[config.mk]
export PLATFORM = sky130hd
export DESIGN_NAME = flashc_top
export DESIGN_NICKNAME = d
export VERILOG_FILES = /design/src/rtl/flashc_pkg.sv /design/src/rtl/flashc_tmr.sv /design/src/rtl/flashc_bus.sv /design/src/rtl/flashc_top.sv
export SDC_FILE = /design/constraint.sdc
export NUM_CORES = 1
export LEC_CHECK = 0
export BUFFER_PORTS_ARGS = -buffer_cell sky130_fd_sc_hd__buf_2
export CAP_MARGIN = 40
export CORE_MARGIN = 2
export CORE_UTILIZATION = 45
export DETAILED_ROUTE_END_ITERATION = 10
export GPL_TIMING_DRIVEN = 0
export HOLD_SLACK_MARGIN = 0.05
export PLACE_DENSITY = 0.65
export REMOVE_ABC_BUFFERS = 1
export SKIP_CTS_REPAIR_TIMING = 1
export SYNTH_ARGS = -nofsm -noshare
export SYNTH_HDL_FRONTEND = slang
export SYNTH_HIERARCHICAL = 1
export SYNTH_SLANG_ARGS = --single-unit
[constraint.sdc]
create_clock -name clk -period 3.3 [get_ports clk]
set_clock_uncertainty 0.05 [all_clocks]
set_input_delay 0.495 -clock clk [delete_from_list [all_inputs] [get_ports clk]]
set_output_delay 0.495 -clock clk [all_outputs]
set_load 0.01 [all_outputs]
[src/rtl/flashc_pkg.sv]
package flashc_pkg;

    localparam int FL_AW = 16;
    localparam int FL_DW = 16;

    localparam logic [FL_AW-1:0] UNLOCK_A = 16'h5555;
    localparam logic [FL_AW-1:0] UNLOCK_B = 16'h2AAA;

    typedef enum logic [1:0] {
        OP_PROG = 2'd0,
        OP_SECT = 2'd1,
        OP_CHIP = 2'd2
    } fl_op_e;

    typedef enum logic [1:0] {
        B_IDLE, B_SETUP, B_PULSE, B_HOLD
    } bus_st_e;

    typedef enum logic [2:0] {
        ST_IDLE, ST_CMD, ST_CMD_W, ST_RD, ST_RD_W, ST_SETTLE
    } ctl_st_e;

    typedef enum logic [2:0] {
        RP_FIRST, RP_POLL, RP_CONF1, RP_CONF2, RP_VER
    } rd_purpose_e;

    typedef struct packed {
        logic [FL_AW-1:0] addr;
        logic [FL_DW-1:0] data;
    } bus_word_t;

    function automatic logic [2:0] last_step(input fl_op_e op);
        return (op == OP_PROG) ? 3'd3 : 3'd5;
    endfunction

    function automatic bus_word_t cmd_word(input fl_op_e op, input logic [2:0] step,
                                           input logic [FL_AW-1:0] a,
                                           input logic [FL_DW-1:0] d);
        bus_word_t w;
        case (step)
            3'd0: w = '{UNLOCK_A, 16'h00AA};
            3'd1: w = '{UNLOCK_B, 16'h0055};
            3'd2: w = (op == OP_PROG) ? '{UNLOCK_A, 16'h00A0} : '{UNLOCK_A, 16'h0080};
            3'd3: w = (op == OP_PROG) ? '{a, d} : '{UNLOCK_A, 16'h00AA};
            3'd4: w = '{UNLOCK_B, 16'h0055};
            default: w = (op == OP_SECT) ? '{{a[15:11], 11'b0}, 16'h0030}
                                         : '{UNLOCK_A, 16'h0010};
        endcase
        return w;
    endfunction

endpackage

[src/rtl/flashc_tmr.sv]
module flashc_tmr #(
    parameter int unsigned LIMIT = 8
) (
    input  logic clk,
    input  logic rst,
    input  logic clr,
    input  logic en,
    output logic hit
);
    localparam int CW = $clog2(LIMIT + 1);

    logic [CW-1:0] cnt;

    assign hit = (cnt >= CW'(LIMIT));

    always_ff @(posedge clk) begin
        if (rst || clr)
            cnt <= '0;
        else if (en && !hit)
            cnt <= cnt + 1'b1;
    end
endmodule

[src/rtl/flashc_bus.sv]
module flashc_bus
    import flashc_pkg::*;
#(
    parameter int unsigned T_SETUP = 2,
    parameter int unsigned T_PULSE = 4,
    parameter int unsigned T_HOLD  = 2
) (
    input  logic             clk,
    input  logic             rst,
    input  logic             go,
    input  logic             go_wr,
    input  bus_word_t        go_word,
    output logic             fin,
    output logic [FL_DW-1:0] rd_word,
    output logic [FL_AW-1:0] fl_addr,
    output logic [FL_DW-1:0] fl_dq_out,
    output logic             fl_dq_oe,
    input  logic [FL_DW-1:0] fl_dq_in,
    output logic             fl_ce_n,
    output logic             fl_we_n,
    output logic             fl_oe_n
);
    localparam int unsigned TMAX = (T_SETUP > T_PULSE) ?
        ((T_SETUP > T_HOLD) ? T_SETUP : T_HOLD) :
        ((T_PULSE > T_HOLD) ? T_PULSE : T_HOLD);
    localparam int CW  = $clog2(TMAX + 1);
    localparam int PWW = $clog2(T_PULSE + 2);

    bus_st_e   st;
    logic [CW-1:0] cnt;
    logic      wr_q;
    bus_word_t w_q;

    always_ff @(posedge clk) begin
        if (rst) begin
            st      <= B_IDLE;
            cnt     <= '0;
            wr_q    <= 1'b0;
            w_q     <= '0;
            rd_word <= '0;
        end else begin
            case (st)
                B_IDLE: if (go) begin
                    wr_q <= go_wr;
                    w_q  <= go_word;
                    cnt  <= CW'(T_SETUP - 1);
                    st   <= B_SETUP;
                end
                B_SETUP: if (cnt == '0) begin
                    cnt <= CW'(T_PULSE - 1);
                    st  <= B_PULSE;
                end else cnt <= cnt - 1'b1;
                B_PULSE: if (cnt == '0) begin
                    if (!wr_q) rd_word <= fl_dq_in;
                    cnt <= CW'(T_HOLD - 1);
                    st  <= B_HOLD;
                end else cnt <= cnt - 1'b1;
                default: if (cnt == '0) st <= B_IDLE;
                         else cnt <= cnt - 1'b1;
            endcase
        end
    end

    assign fin       = (st == B_HOLD) && (cnt == '0);
    assign fl_addr   = w_q.addr;
    assign fl_dq_out = w_q.data;
    assign fl_dq_oe  = wr_q && (st != B_IDLE);
    assign fl_ce_n   = (st == B_IDLE);
    assign fl_we_n   = !((st == B_PULSE) && wr_q);
    assign fl_oe_n   = !((st == B_PULSE) && !wr_q);

    // Independent low-time counter for the write strobe
    logic [PWW-1:0] we_lo;
    always_ff @(posedge clk) begin
        if (rst || fl_we_n) we_lo <= '0;
        else                we_lo <= we_lo + 1'b1;
    end

    assert_ce_under_we_R4: assert property (@(posedge clk) disable iff (rst)
        !fl_we_n |-> (!fl_ce_n && fl_oe_n && fl_dq_oe));
    assert_we_width_R4: assert property (@(posedge clk) disable iff (rst)
        $rose(fl_we_n) |-> (we_lo == PWW'(T_PULSE)));
    assert_strobe_idle_R10: assert property (@(posedge clk) disable iff (rst)
        fl_ce_n |-> (fl_we_n && fl_oe_n && !fl_dq_oe));
endmodule

[src/rtl/flashc_top.sv]
module flashc_top
    import flashc_pkg::*;
#(
    parameter int unsigned T_SETUP    = 2,
    parameter int unsigned T_PULSE    = 4,
    parameter int unsigned T_HOLD     = 2,
    parameter int unsigned T_SETTLE   = 200,
    parameter int unsigned POLL_LIMIT = 40_000_000
) (
    input  logic        clk,
    input  logic        rst,
    input  logic        req_valid,
    output logic        req_ready,
    input  logic [1:0]  req_op,
    input  logic [15:0] req_addr,
    input  logic [15:0] req_data,
    output logic        done,
    output logic        err,
    output logic [15:0] fl_addr,
    output logic [15:0] fl_dq_out,
    output logic        fl_dq_oe,
    input  logic [15:0] fl_dq_in,
    output logic        fl_ce_n,
    output logic        fl_we_n,
    output logic        fl_oe_n
);
    ctl_st_e     st;
    rd_purpose_e rp;
    fl_op_e      op_q;
    logic [FL_AW-1:0] addr_q;
    logic [FL_DW-1:0] data_q;
    logic [2:0]  step_q;
    logic        prev_q, done_q, err_q, cmds_done;

    logic        bus_go, bus_fin, to_hit, settle_hit, accept, b6;
    logic [FL_DW-1:0] rd_word;
    bus_word_t   bus_word;

    assign accept    = req_valid && (st == ST_IDLE);
    assign req_ready = (st == ST_IDLE);
    assign done      = done_q;
    assign err       = err_q;
    assign b6        = rd_word[6];

    assign bus_go   = (st == ST_CMD) ||
                      ((st == ST_RD) && !((rp != RP_VER) && to_hit));
    assign bus_word = (st == ST_CMD) ? cmd_word(op_q, step_q, addr_q, data_q)
                                     : '{addr_q, 16'h0000};

    flashc_bus #(.T_SETUP(T_SETUP), .T_PULSE(T_PULSE), .T_HOLD(T_HOLD)) bus_i (
        .clk, .rst, .go(bus_go), .go_wr(st == ST_CMD), .go_word(bus_word),
        .fin(bus_fin), .rd_word,
        .fl_addr, .fl_dq_out, .fl_dq_oe, .fl_dq_in,
        .fl_ce_n, .fl_we_n, .fl_oe_n
    );

    flashc_tmr #(.LIMIT(POLL_LIMIT)) poll_tmr_i (
        .clk, .rst, .clr(accept),
        .en(((st == ST_RD) || (st == ST_RD_W)) && (rp != RP_VER)),
        .hit(to_hit)
    );

    flashc_tmr #(.LIMIT(T_SETTLE)) settle_tmr_i (
        .clk, .rst, .clr(st != ST_SETTLE), .en(1'b1), .hit(settle_hit)
    );

    always_ff @(posedge clk) begin
        if (rst) begin
            st     <= ST_IDLE;
            rp     <= RP_FIRST;
            op_q   <= OP_PROG;
            addr_q <= '0;
            data_q <= '0;
            step_q <= '0;
            prev_q <= 1'b0;
            done_q <= 1'b0;
            err_q  <= 1'b0;
        end else begin
            done_q <= 1'b0;
            err_q  <= 1'b0;
            case (st)
                ST_IDLE: if (accept) begin
                    op_q   <= (req_op == 2'd3) ? OP_CHIP : fl_op_e'(req_op);
                    addr_q <= req_addr;
                    data_q <= req_data;
                    step_q <= '0;
                    st     <= ST_CMD;
                end
                ST_CMD: st <= ST_CMD_W;
                ST_CMD_W: if (bus_fin) begin
                    if (step_q == last_step(op_q)) begin
                        rp <= RP_FIRST;
                        st <= ST_RD;
                    end else begin
                        step_q <= step_q + 1'b1;
                        st     <= ST_CMD;
                    end
                end
                ST_RD: if ((rp != RP_VER) && to_hit) begin
                    err_q <= 1'b1;
                    st    <= ST_IDLE;
                end else st <= ST_RD_W;
                ST_RD_W: if (bus_fin) begin
                    st <= ST_RD;
                    case (rp)
                        RP_FIRST: begin prev_q <= b6; rp <= RP_POLL; end
                        RP_POLL:  if (b6 == prev_q) rp <= RP_CONF1;
                                  else prev_q <= b6;
                        RP_CONF1: if (b6 == prev_q) rp <= RP_CONF2;
                                  else begin prev_q <= b6; rp <= RP_POLL; end
                        RP_CONF2: if (b6 != prev_q) begin
                                      prev_q <= b6; rp <= RP_POLL;
                                  end else if (op_q == OP_PROG) st <= ST_SETTLE;
                                  else begin done_q <= 1'b1; st <= ST_IDLE; end
                        default: begin
                            done_q <= (rd_word == data_q);
                            err_q  <= (rd_word != data_q);
                            st     <= ST_IDLE;
                        end
                    endcase
                end
                ST_SETTLE: if (settle_hit) begin
                    rp <= RP_VER;
                    st <= ST_RD;
                end
                default: st <= ST_IDLE;
            endcase
        end
    end

    // Marks that the final command write of the current request has ended
    always_ff @(posedge clk) begin
        if (rst || accept) cmds_done <= 1'b0;
        else if ((st == ST_CMD_W) && bus_fin && (step_q == last_step(op_q)))
            cmds_done <= 1'b1;
    end

    assert_no_early_read_R5: assert property (@(posedge clk) disable iff (rst)
        !fl_oe_n |-> cmds_done);
    assert_busy_not_ready_R9: assert property (@(posedge clk) disable iff (rst)
        (req_valid && req_ready) |=> !req_ready);
    assert_done_err_excl_R9: assert property (@(posedge clk) disable iff (rst)
        !(done && err));
    assert_result_pulse_R9: assert property (@(posedge clk) disable iff (rst)
        (done || err) |=> !(done || err));
endmodule

# Word-level counts from Yosys, hierarchy flattened

Cells that the tools add are included.

Register bits: 134
Input port bits: 53
Logic and storage cells: 158

Add/subtract/negate cells: 4
Magnitude comparators: 2
Equal/unequal tests: 39
Muxes and demuxes: 50
Bitwise operators: 3
Reduce and logical (&&, ||, !) cells: 43

Operators by type and width:

| operator                                               | count |
|---|---|
| one-hot mux 32 bit (4 select lines)                    | 1 |
| 2-to-1 mux 32 bit                                      | 3 |
| 2-to-1 mux 3 bit                                       | 21 |
| adder 26 x 1 -> 26 bit (second input constant)         | 1 |
| >= comparator 26 bit (second input constant)           | 1 |
| equality test 3 x 2 -> 1 bit (second input constant)   | 6 |
| one-hot mux 3 bit (3 select lines)                     | 2 |
| one-hot mux 3 bit (6 select lines)                     | 1 |
| equality test 16 bit                                   | 1 |
| inequality test 16 bit                                 | 1 |
| 2-to-1 mux 2 bit                                       | 7 |
| logical NOT 3 bit                                      | 4 |
| inequality test 2 bit (second input constant)          | 6 |
| inequality test 3 bit (second input constant)          | 4 |
| one-hot mux 3 bit (2 select lines)                     | 2 |
| one-hot mux 3 bit (4 select lines)                     | 1 |
| AND reduction 4 bit                                    | 3 |
| inequality test 2 x 1 -> 1 bit (second input constant) | 5 |
| equality test 3 x 1 -> 1 bit (second input constant)   | 3 |
| equality test 3 bit (second input constant)            | 3 |
| logical AND 1 bit                                      | 9 |
| adder 8 x 1 -> 8 bit (second input constant)           | 1 |
| >= comparator 8 bit (second input constant)            | 1 |
| AND reduction 8 bit                                    | 1 |
| other kinds (26)                                       | 53 |

# Longest topological paths before layout

Depth after elaboration: 7
Mapped depth: 13
Gate-level depth less buffers: 10

# Hierarchy

The synthesis kept the hierarchy.

Modules (own cells, without submodules):

| module                     | times used | cells an instance | area an instance (um2) | seq. area each (um2) |
|---|---|---|---|---|
| flashc_top                 | 1          | 351               | 2,680.1                | 920.9 |
| flashc_bus                 | 1          | 263               | 2,097.0                | 1,081.0 |
| flashc_tmr at poll_tmr_i   | 1          | 169               | 1,405.1                | 520.5 |
| flashc_tmr at settle_tmr_i | 1          | 50                | 436.7                  | 160.2 |

# Least setup slack after synthesis

No wires, ideal clock.

Path type: register -> register
Start: register st[2] (netlist name)
End: register poll_tmr_i.cnt[15]
Setup time: 0.070 ns
Data arrival time: 2.686 ns
Required time: 3.180 ns
Path slack: 0.494 ns
Cell stages (with the launch flop): 11
Path buffers: 2
Cells stage by stage: dfxtp_1 > buf_2 > nor3b_1 > a21oi_1 > a21oi_1 > nand2_1 > or3_1 > buf_6 > or4_4 > or3_1 > a21oi_1

RTL lines:

| item                   | line             | RTL |
|---|---|---|
| end signal: assignment | flashc_tmr.sv:20 | `cnt <= cnt + 1'b1;` |
| end: declaration       | flashc_tmr.sv:12 | `logic [CW-1:0] cnt;` |

==> impl_metrics.tcl <==
set metrics [dict create \
    status "finished, final reports clean" \
    cp.arrival_ns 3.37 \
    nFillCells 1421 \
    slowest_delay_ns 0.56 \
    place_area_um2 7191 \
    rows 44 \
    avgSynthCellArea_um2 7.946 \
    finalWirelength_mm 15.56 \
    switchingPower_w 0.001904 \
    grt_max_degree 76 \
    cts_root_buf "clkbuf_16" \
    ys_seq_area_frac 0.4053 \
    synthArstFlopShare 0 \
    rsz0062_at_grt "no" \
    seqPwrFrac 0.365 \
    end_kind "flip-flop" \
    grt_pass1_vias 5480 \
    critPathTopFamily "simple AND/OR/NAND/NOR gates" \
    worstPathRequired_ns 3.60 \
    ys_types 81 \
    vias 5836 \
    post-route-util 0.5372 \
    die_y_um 125.3 \
    die_w_um 125.3 \
    slew_headroom 0.4541 \
    crit_path_start_kind "flip-flop" \
    synth_top_family_by_area "simple AND/OR/NAND/NOR gates" \
    cts_tree "done" \
    synth_compound_area_frac 0.2119 \
    worst_pin_slew_ns 0.8160 \
    antenna_found_initial 2 \
    die-area_um2 15700 \
    setup_ws_ns 0.2271 \
    path_common_cell "a21oi_1" \
    p_int_w 0.003553 \
    synth-simple-area-share 0.2650 \
    io_pins 92 \
    synth_mux_area_frac 0.01418 \
    grt_pass1_wl_mm 26.42 \
    dp_hpwl_mm 10.35 \
    drv_slew 0 \
    crit_fanout 18 \
    post_drt_wl_per_cell_um 14.11 \
    path_class "flip-flop to flip-flop" \
    final_cell_mix "nand2_1, dfxtp_1, a21oi_1, buf_2, nor2_1" \
    grt_remaining_overflow 0 \
    drcViolationCount 0 \
    yosysWarnings 6 \
    clock_latency_ns 0.42 \
    grt_usage 0.2040 \
    synth_edf_count 0 \
    coreArea_um2 14480 \
    max_freq_mhz 325.4 \
    start_util 0.4571 \
    max-cap-violations 0 \
    drtPass1Iterations 4 \
    ys.flop_type "dfxtp_1" \
    crit_chain "nor3b_2 > a21oi_1 > a21oi_1 > nand2_1 > or3_1 > or4_4 > or3_1 > a21oi_1" \
    final_cell_area_um2 7777 \
    area_growth_pct 17.50 \
    yosys.area_share.adder 0.03025 \
    p_clk_frac 0.326 \
    cts_buffer_depth 2 \
    clock-sinks 134 \
    setup_viol 0 \
    power.density_nw_per_um2 701.7 \
    layout_commonest_cell "nand2_1" \
    final-hold-violation-count 0 \
    vdd_drop_max_v 0.0003900 \
    ys_ff_latch 134 \
    final.min_clock_period_ns 3.073 \
    hold-worst-slack_ns 0.2591 \
    numCtsBuffers 17 \
    min_period_over_period 0.9312 \
    clkSlewWorstSetupHoldPaths_ns 0.06 \
    port_buffers 91 \
    dp_worst_setup_slack_ns 0.03937 \
    synth_xor_xnor_area_share 0.02628 \
    final_nets 976 \
    viasPerCell 5.291 \
    routabilityCongestion 0.8138 \
    comb_power_share 0.309 \
    layout-drive-gt1-share 0.1797 \
    antenna_left 0 \
    switching_share 0.3490 \
    drt-initial-drc-count 378 \
    cpMaxStageDelayCell "or4_4" \
    p_leak_nw 2.953 \
    hold_path_class "input pin to flip-flop" \
    synthesis.area_um2 6619 \
    synth_cells 833 \
    htreeDepth 4 \
    crit_buf_inv 0 \
]
==> cell usage after synthesis, drive strengths merged, types with 3 or more instances <==
master | instances | share of area
a31oi | 3 | 0.0038
and2 | 15 | 0.014
nand2b | 9 | 0.0096
a211o | 3 | 0.0040
o21ai | 31 | 0.025
o211ai | 3 | 0.0034
nor4 | 3 | 0.0038
nor2 | 40 | 0.024
xnor2 | 19 | 0.026
nand2 | 199 | 0.11
nand3 | 16 | 0.012
mux2 | 3 | 0.0051
or4 | 13 | 0.016
ha | 16 | 0.030
or2 | 5 | 0.0047
a221oi | 3 | 0.0049
buf | 17 | 0.014
o31ai | 13 | 0.015
a21o | 21 | 0.024
mux2i | 6 | 0.0091
nor2b | 6 | 0.0057
a21oi | 126 | 0.096
dfxtp | 134 | 0.41
nand3b | 5 | 0.0076
clkbuf | 28 | 0.019
or3 | 21 | 0.020
nor3 | 7 | 0.0060
inv | 23 | 0.013
nand4 | 11 | 0.010
==> logic make-up after synthesis <==
group,Yosys count
xor+xnor,19
simple gates,362
mux,9
other cells,1
flops,134
compound gates,224
fa+ha+maj,16
buf+inv,68
==> sequential cells by signal, summed over array words and instances (netlist names) <==
signal and flops:
bus_i/st 2, addr_q 16, data_q 16, bus_i/rd_word 16, st 3, rp 3, op_q 2, done 1
bus_i/cnt 3, bus_i/wr_q 1, settle_tmr_i/cnt 8, step_q 3, poll_tmr_i/cnt 26, bus_i/fl_dq_out 16, prev_q 1, bus_i/fl_addr 16
err 1
==> worst paths after layout <==
path,from,end,slack (ns),cells after the start
max,st[0]$_SDFFE_PP0P_,poll_tmr_i/cnt[15]$_SDFFE_PP0P_,0.23,8
min,req_addr[1],addr_q[1]$_SDFFE_PP0P_,0.26,3
max reg2reg,st[0]$_SDFFE_PP0P_,poll_tmr_i/cnt[15]$_SDFFE_PP0P_,0.23,8
min reg2reg,bus_i/fl_dq_out[13]$_SDFFE_PP0P_,bus_i/fl_dq_out[13]$_SDFFE_PP0P_,0.40,2
==> worst reg2reg max path, delay by kind of cell, from the launching register on <==
kind | cells | cell delay [ns]
flops | 1 | 0.52
simple gates | 5 | 1.91
compound gates | 3 | 0.53
==> power groups by stage <==
stage	clock [W]	sequential (W)	combinational, W
floorplan	0	0.00201	0.00109
global placement	0	0.00202	0.00157
detailed placement	0	0.00202	0.00168
CTS	0.00182	0.00199	0.00169
global route	0.00188	0.00203	0.00192
finish	0.00178	0.00199	0.00169
==> layout make-up <==
cell class	count	area (um2)	share of cell area
multi-input combinational	635	3661	0.4707
sequential	134	2684	0.3451
timing repair buffer	96	559.3	0.07191
clock buffer	22	474.2	0.06097
tap	184	230.2	0.02960
inverter	23	91.34	0.01174
clock inverter	8	75.07	0.009653
antenna	1	2.502	0.0003218
==> routing by layer <==
metal / global-route usage / vias to the layer above / wire (um)
met4: 0.06732 / 0 / 191
li1: - / 3030 / -
met5: 0 / - / 0
met1: 0.2628 / 2680 / 7377
met3: 0.06076 / 15 / 952
met2: 0.3290 / 111 / 7037
==> per-stage QoR <==
stage / power, W / TNS (ns) / std cells
after floorplan: 0.003100 / 0 / 792
after global placement: 0.003594 / -7.299 / 1067
after detailed placement: 0.003708 / 0 / 1071
after CTS: 0.005501 / 0 / 1101
after global routing: 0.005821 / 0 / 1102
final: 0.005457 / 0 / 1103
No activity file was read; power rests on OpenSTA's default activity.
